[config.mk]
export PLATFORM = sky130hd
export DESIGN_NAME = spi_flag_unit
export DESIGN_NICKNAME = d
export VERILOG_FILES = /design/src/rtl/spi_flag_pkg.sv /design/src/rtl/spi_pin_dir.sv /design/src/rtl/spi_modf_ctrl.sv /design/src/rtl/spi_rx_flags.sv /design/src/rtl/spi_flag_unit.sv
export SDC_FILE = /design/constraint.sdc
export NUM_CORES = 1
export LEC_CHECK = 0
export BUFFER_PORTS_ARGS = -buffer_cell sky130_fd_sc_hd__buf_2
export CORE_UTILIZATION = 40
export CTS_BUF_LIST = sky130_fd_sc_hd__clkbuf_8 sky130_fd_sc_hd__clkbuf_16
export DETAILED_ROUTE_END_ITERATION = 8
export PLACE_DENSITY_LB_ADDON = 0.3
export RECOVER_POWER = 100
export SYNTH_ARGS = -nofsm -noshare
export SYNTH_HDL_FRONTEND = slang
export SYNTH_SLANG_ARGS = --single-unit
[constraint.sdc]
create_clock -name clk -period 1.3 [get_ports clk]
set_input_delay 0.195 -clock clk [delete_from_list [all_inputs] [get_ports clk]]
set_output_delay 0.195 -clock clk [all_outputs]
set_load 0.02 [all_outputs]
[src/rtl/spi_flag_pkg.sv]
package spi_flag_pkg;

    typedef enum logic {
        ROLE_SLAVE  = 1'b0,
        ROLE_MASTER = 1'b1
    } role_e;

    // status word layout: bit0 full, bit1 overflow, bit2 mode fault
    typedef struct packed {
        logic modf;
        logic ovr;
        logic full;
    } flag_t;

    localparam int unsigned STAT_W = $bits(flag_t);

    typedef struct packed {
        logic sck;
        logic mosi;
        logic miso;
    } pin_oe_t;

    // conflict between select pin and role, gated by the enable
    function automatic logic mode_fault(input role_e role, input logic en,
                                        input logic sel_n, input logic busy);
        logic hit;
        if (role == ROLE_MASTER) hit = !sel_n;
        else                     hit = sel_n && busy;
        return en && hit;
    endfunction

endpackage

[src/rtl/spi_pin_dir.sv]
module spi_pin_dir
    import spi_flag_pkg::*;
(
    input  role_e   role,
    input  logic    fault,
    output pin_oe_t oe
);
    always_comb begin
        oe = '0;
        if (!fault) begin
            if (role == ROLE_MASTER) begin
                oe.sck  = 1'b1;
                oe.mosi = 1'b1;
            end else begin
                oe.miso = 1'b1;
            end
        end
    end
endmodule

[src/rtl/spi_modf_ctrl.sv]
module spi_modf_ctrl
    import spi_flag_pkg::*;
(
    input  logic  clk,
    input  logic  rst,
    input  logic  ctrl_wr,
    input  logic  wr_master,
    input  logic  wr_mfen,
    input  logic  ss_n,
    input  logic  xfer_busy,
    input  logic  stat_rd,
    output role_e role,
    output logic  mfen,
    output logic  modf
);
    role_e role_q;
    logic  mfen_q;
    logic  modf_q;
    logic  arm_q;
    logic  fault;

    assign fault = mode_fault(role_q, mfen_q, ss_n, xfer_busy);

    always_ff @(posedge clk) begin
        if (rst) begin
            role_q <= ROLE_SLAVE;
            mfen_q <= 1'b0;
            modf_q <= 1'b0;
            arm_q  <= 1'b0;
        end else begin
            if (ctrl_wr) begin
                role_q <= role_e'(wr_master);
                mfen_q <= wr_mfen;
            end
            if (fault) begin
                modf_q <= 1'b1;
                role_q <= ROLE_SLAVE;
                arm_q  <= 1'b0;
            end else begin
                if (stat_rd && modf_q) arm_q <= 1'b1;
                if (ctrl_wr && arm_q) begin
                    modf_q <= 1'b0;
                    arm_q  <= 1'b0;
                end
            end
        end
    end

    assign role = role_q;
    assign mfen = mfen_q;
    assign modf = modf_q;
endmodule

[src/rtl/spi_rx_flags.sv]
module spi_rx_flags #(
    parameter int unsigned DATA_W = 8
) (
    input  logic              clk,
    input  logic              rst,
    input  logic              rx_done,
    input  logic [DATA_W-1:0] rx_byte,
    input  logic              stat_rd,
    input  logic              data_rd,
    output logic              full,
    output logic              ovr,
    output logic [DATA_W-1:0] data
);
    logic [DATA_W-1:0] data_q;
    logic              full_q, ovr_q;
    logic              full_arm, ovr_arm;
    logic              clr_full, clr_ovr, still_full;

    assign clr_full   = data_rd && full_arm;
    assign clr_ovr    = data_rd && ovr_arm;
    assign still_full = full_q && !clr_full;

    always_ff @(posedge clk) begin
        if (rst) begin
            data_q   <= '0;
            full_q   <= 1'b0;
            ovr_q    <= 1'b0;
            full_arm <= 1'b0;
            ovr_arm  <= 1'b0;
        end else begin
            if (stat_rd && full_q) full_arm <= 1'b1;
            if (stat_rd && ovr_q)  ovr_arm  <= 1'b1;
            if (clr_full) begin
                full_q   <= 1'b0;
                full_arm <= 1'b0;
            end
            if (clr_ovr) begin
                ovr_q   <= 1'b0;
                ovr_arm <= 1'b0;
            end
            if (rx_done) begin
                if (still_full) begin
                    ovr_q   <= 1'b1;
                    ovr_arm <= 1'b0;
                end else begin
                    data_q   <= rx_byte;
                    full_q   <= 1'b1;
                    full_arm <= 1'b0;
                end
            end
        end
    end

    assign full = full_q;
    assign ovr  = ovr_q;
    assign data = data_q;
endmodule

[src/rtl/spi_flag_unit.sv]
module spi_flag_unit
    import spi_flag_pkg::*;
#(
    parameter int unsigned DATA_W = 8
) (
    input  logic              clk,
    input  logic              rst,
    input  logic              ctrl_wr,
    input  logic              wr_master,
    input  logic              wr_mfen,
    input  logic              ss_n,
    input  logic              xfer_busy,
    input  logic              rx_done,
    input  logic [DATA_W-1:0] rx_byte,
    input  logic              stat_rd,
    input  logic              data_rd,
    output logic              master,
    output logic              mfen,
    output logic              sck_oe,
    output logic              mosi_oe,
    output logic              miso_oe,
    output logic [STAT_W-1:0] status,
    output logic [DATA_W-1:0] rd_data
);
    role_e   role;
    flag_t   flags;
    pin_oe_t oe;

    spi_modf_ctrl u_modf (
        .clk       (clk),
        .rst       (rst),
        .ctrl_wr   (ctrl_wr),
        .wr_master (wr_master),
        .wr_mfen   (wr_mfen),
        .ss_n      (ss_n),
        .xfer_busy (xfer_busy),
        .stat_rd   (stat_rd),
        .role      (role),
        .mfen      (mfen),
        .modf      (flags.modf)
    );

    spi_rx_flags #(.DATA_W(DATA_W)) u_rx (
        .clk     (clk),
        .rst     (rst),
        .rx_done (rx_done),
        .rx_byte (rx_byte),
        .stat_rd (stat_rd),
        .data_rd (data_rd),
        .full    (flags.full),
        .ovr     (flags.ovr),
        .data    (rd_data)
    );

    spi_pin_dir u_pins (
        .role  (role),
        .fault (flags.modf),
        .oe    (oe)
    );

    assign master  = (role == ROLE_MASTER);
    assign sck_oe  = oe.sck;
    assign mosi_oe = oe.mosi;
    assign miso_oe = oe.miso;
    assign status  = flags;
endmodule

; Word level (Yosys, flattened, before mapping)
; Index checks and enable logic that the tools add are counted.
[classes]
bitwise_logic = 1
muxes = 20
n_reduce_logical = 15
[op_table]
columns = cell, count
row1 = $mux 1, 18
row2 = $logic_and 1x1->1, 9
row3 = $mux 3, 1
row4 = $reduce_or 3->1, 1
row5 = $logic_not 1->1, 2
row6 = $mux 2, 1
row7 = $reduce_and 2->1, 1
row8 = $reduce_bool 2->1, 1
row9 = $reduce_or 2->1, 1
row10 = $not 1->1, 1
[totals]
reg_bits = 16

; Longest topological paths before layout
[depth]
ltp_word = 5
mapped_depth = 4

; Modules after synthesis
; From an unflattened synthesis, not the netlist that was laid out.
[unflattened]
cells_unflattened = 73
area_unflattened_um2 = 755.7
[by_module_without_submodules]
columns = mod, area_each_um2, cells_each, instances, seq_area_each_um2
row1 = spi_rx_flags, 530.5, 54, 1, 240.2
row2 = spi_modf_ctrl, 200.2, 16, 1, 80.1
row3 = spi_pin_dir, 25.0, 3, 1, 0.0

; Worst setup path before layout
; OpenSTA, ideal clock, no wires.
[synth_timing]
path_type = register to output
startpoint = reg u_modf.role_q, in the netlist u_modf.role
endpoint = out sck_oe
setup_slack_ns = -0.005
arrival_time_ns = 1.110
t_required_ns = 1.105
path_stages_with_launch = 3
cell_sequence = dfxtp_1 nor2b_1 buf_4
[synth_between]
elab_chain_cells = 2
[synth_lines]
columns = item, line_no
row1 = start: declaration, spi_modf_ctrl.sv:16  ; role_e role_q;
row2 = start signal: assignment, spi_modf_ctrl.sv:32  ; role_q <= role_e'(wr_master);
row3 = $mux 2, spi_pin_dir.sv:11  ; if (role == ROLE_MASTER) begin
row4 = $mux 3, spi_pin_dir.sv:10  ; if (!fault) begin
row5 = end: declaration, spi_flag_unit.sv:19  ; output logic sck_oe,
; No other way between the ends.

; Worst setup path in the final report
; Ends and elaborated chain as after synthesis.

==> run summary <==
H-tree Lvls: 1
Initial core utilization: 42.7%
Post-Layout Cell Count: 134
Worst-case clock buffer depth: 2
DR pass1 iterations: 4
Outcome: finished, final reports clean
Final WL: 1480 µm
Worst Hold Launch: wr_mfen
Post-synthesis sequential area ratio: 43.0%
Worst reg-to-reg path cell count: 4
WHS: 183 ps
Critical R2R Capture: u_rx.data[7]
Max-slew violations: 0
Placed insts: 130
Distinct cells, synth: 21
Multi-input logic area: 379 µm²
CTS tree: done
Rows: 15
Die area: 2040 µm²
Die height: 45.2 µm
Max-cap violation count: 0
Gr ovfl total: 0
Tmin final: 1190 ps
Area post-placement: 907 µm²
Syn avg cell area: 9.56 µm²
Initial antenna violation count: 0
FF-to-FF setup slack: 190 ps
Filler cell count: 181
Post-synth EDFFs: 0
XOR/XNOR Fraction of Synth Area: 0%
Clk sinks: 16
Clock Pin Slew Worst Setup and Hold Paths: 60 ps
Startpoint types: flop
Max Clock Freq: 0.844 GHz
Cell area after layout: 945 µm²
Mux cell area share after synthesis: 14.9%
Critical Path RT: 1110 ps
Worst slew pin tran: 341 ps
IO buf count: 33
CTS Root Cell: clkbuf_8
Adder-cell share of the synthesized area: 0%
Power Density: 1240 nW/µm²
Final Total Pwr: 0.00118 W
Final hold vios: 0
Vias: 622
Drt via density: 4.64
ANT cells: 0
YS warnings: 0
Worst path arrival time: 990 ps
Worst r2r src: u_rx.full_arm
Core footprint: 1750 µm²
Share of layout cells above drive strength 1: 26.6%
DRC viols: 0
Largest family of logic cells by synthesized area: simple AND/OR/NAND/NOR gates
Cts repair resizes: 0
Final Net Count: 128
Total negative slack: 0 ps
Compound-Gate Fraction of Synth Area: 10.1%
Class of the worst hold path: in -> reg
Cells on Worst Hold Path: 3
Final Skew: 1.53 ps
Final setup violation count: 0
VDD IR-drop max: 0.526 mV
Prevailing post-synth register cell: dfxtp_1
First-pass GRT wire length: 2190 µm
Iteration-0 DRC Markers: 12
Largest net degree at the start of global routing: 25
Final period utilization: 91.2%
Post-CTS Setup Bufs: 0
Cts bufs inserted: 3
#FFs+latches synth: 16
Fraction of registers with async set/reset: 0%
Syn nets: 96
Die Span X: 45.2 µm
Reg area: 320 µm²
Unrepaired setup endpoints after global routing: false
Detailed Place HPWL: 990 µm
Simple logic cell fraction of the synthesized area: 25.5%
Endpoint class of the critical path: output pin
Clk_lat worst skew: 250 ps
Crit-path max FO: 6
WS Path Type: reg -> out
Rel. slew slack: 77.0%
Leakage power: 0.389 nW
GP Congestion: 0.728
Hold_buf cts: 0
Detail Route Antenna Nets: 0
GRT Total Usage: 15.3%
Hold EP: u_modf.mfen
Ports: 34
Syn Inst Count: 78
Vias in the first global route: 534
Post-synthesis instance area: 746 µm²
Drt wl/cell: 11.0 µm
P&R area growth vs syn: 26.7%
[cell families after synthesis]
logic type | count (synthesis)
AOI/OAI and AO/OA | 10
buffers and inverters | 8
DFF | 16
muxes | 11
and+or+nand+nor | 33
[stage by stage]
stage | setup slack, ps | util, %
final | 115 | 54.1
after global routing | 57.2 | 54.1
after CTS | 122 | 55.1
after detailed placement | 221 | 52.0
after global placement | 273 | 52.0
after floorplan | 111 | -
[cell usage in the layout (no fill, tap or decap), types with 2 or more instances in the layout]
master and n:
a21oi_1 3, buf_2 17, clkbuf_1 14, clkbuf_2 2, clkbuf_8 4, dfxtp_1 16
mux2i_1 10, nand2_1 4, nand2b_1 18, nand3b_1 3, nor2_1 4, nor3_1 2
[report_power, final]
part | switching, W | internal (W) | total, W
Clock | 0.000169 | 0.000269 | 0.000437
Combinational | 0.000110 | 0.0000845 | 0.000194
Sequential | 0.0000227 | 0.000521 | 0.000544
Total | 0.000301 | 0.000874 | 0.00118
[cells in the mapped netlist (2+ instances only)]
cell,count,area share (%)
a21oi_1,3,2.0
buf_4,5,5.0
clkbuf_1,2,1.0
dfxtp_1,16,43
mux2i_1,10,13
nand2_1,4,2.0
nand2b_1,18,15
nand3b_1,3,3.0
nor2_1,4,2.0
nor3_1,2,1.3
[critical path, cell delays in order (launching register included)]
cell      delay [ps]
dfxtp_1          400
nor2b_2          180
clkbuf_2         170
[routing by layer]
| layer | vias to the layer above | track usage, % | part of all wire [%] |
|---|---|---|---|
| li1 | 322 | - | - |
| met1 | 276 | 17.6 | 45 |
| met2 | 22 | 24.9 | 48 |
| met3 | 2 | 3.60 | 5.4 |
| met4 | 0 | 10.9 | 0.68 |
| met5 | - | 0 | 0 |
[state kept, by name (all words and copies together), names as in the netlist]
| name | cells |
|---|---|
| u_rx.data | 8 |
| u_modf.arm_q | 1 |
| u_modf.mfen | 1 |
| u_modf.modf | 1 |
| u_modf.role | 1 |
| u_rx.full | 1 |
| u_rx.full_arm | 1 |
| u_rx.ovr | 1 |
| u_rx.ovr_arm | 1 |
[worst max-delay path by stage]
stage	from	to	slack (ps)	cells after the start
3_5_place_dp	u_rx.full_arm	u_rx.data[5]	220	4
3_3_place_gp	u_rx.full_arm	u_rx.data[3]	270	4
4_1_cts	u_modf.role	sck_oe	120	2
2_1_floorplan	u_modf.role	sck_oe	110	2
6_report	u_modf.role	sck_oe	110	2
5_1_grt	u_modf.role	sck_oe	60	2
[layout make-up]
| cell class | instances | share of cell area (%) |
|---|---|---|
| timing repair buffer | 34 | 16.4 |
| multi-input combinational | 54 | 40.1 |
| clock buffer | 4 | 5.83 |
| inverter | 1 | 0.397 |
| sequential | 16 | 33.9 |
| tap | 25 | 3.31 |
(Power assumes the default switching activity.)
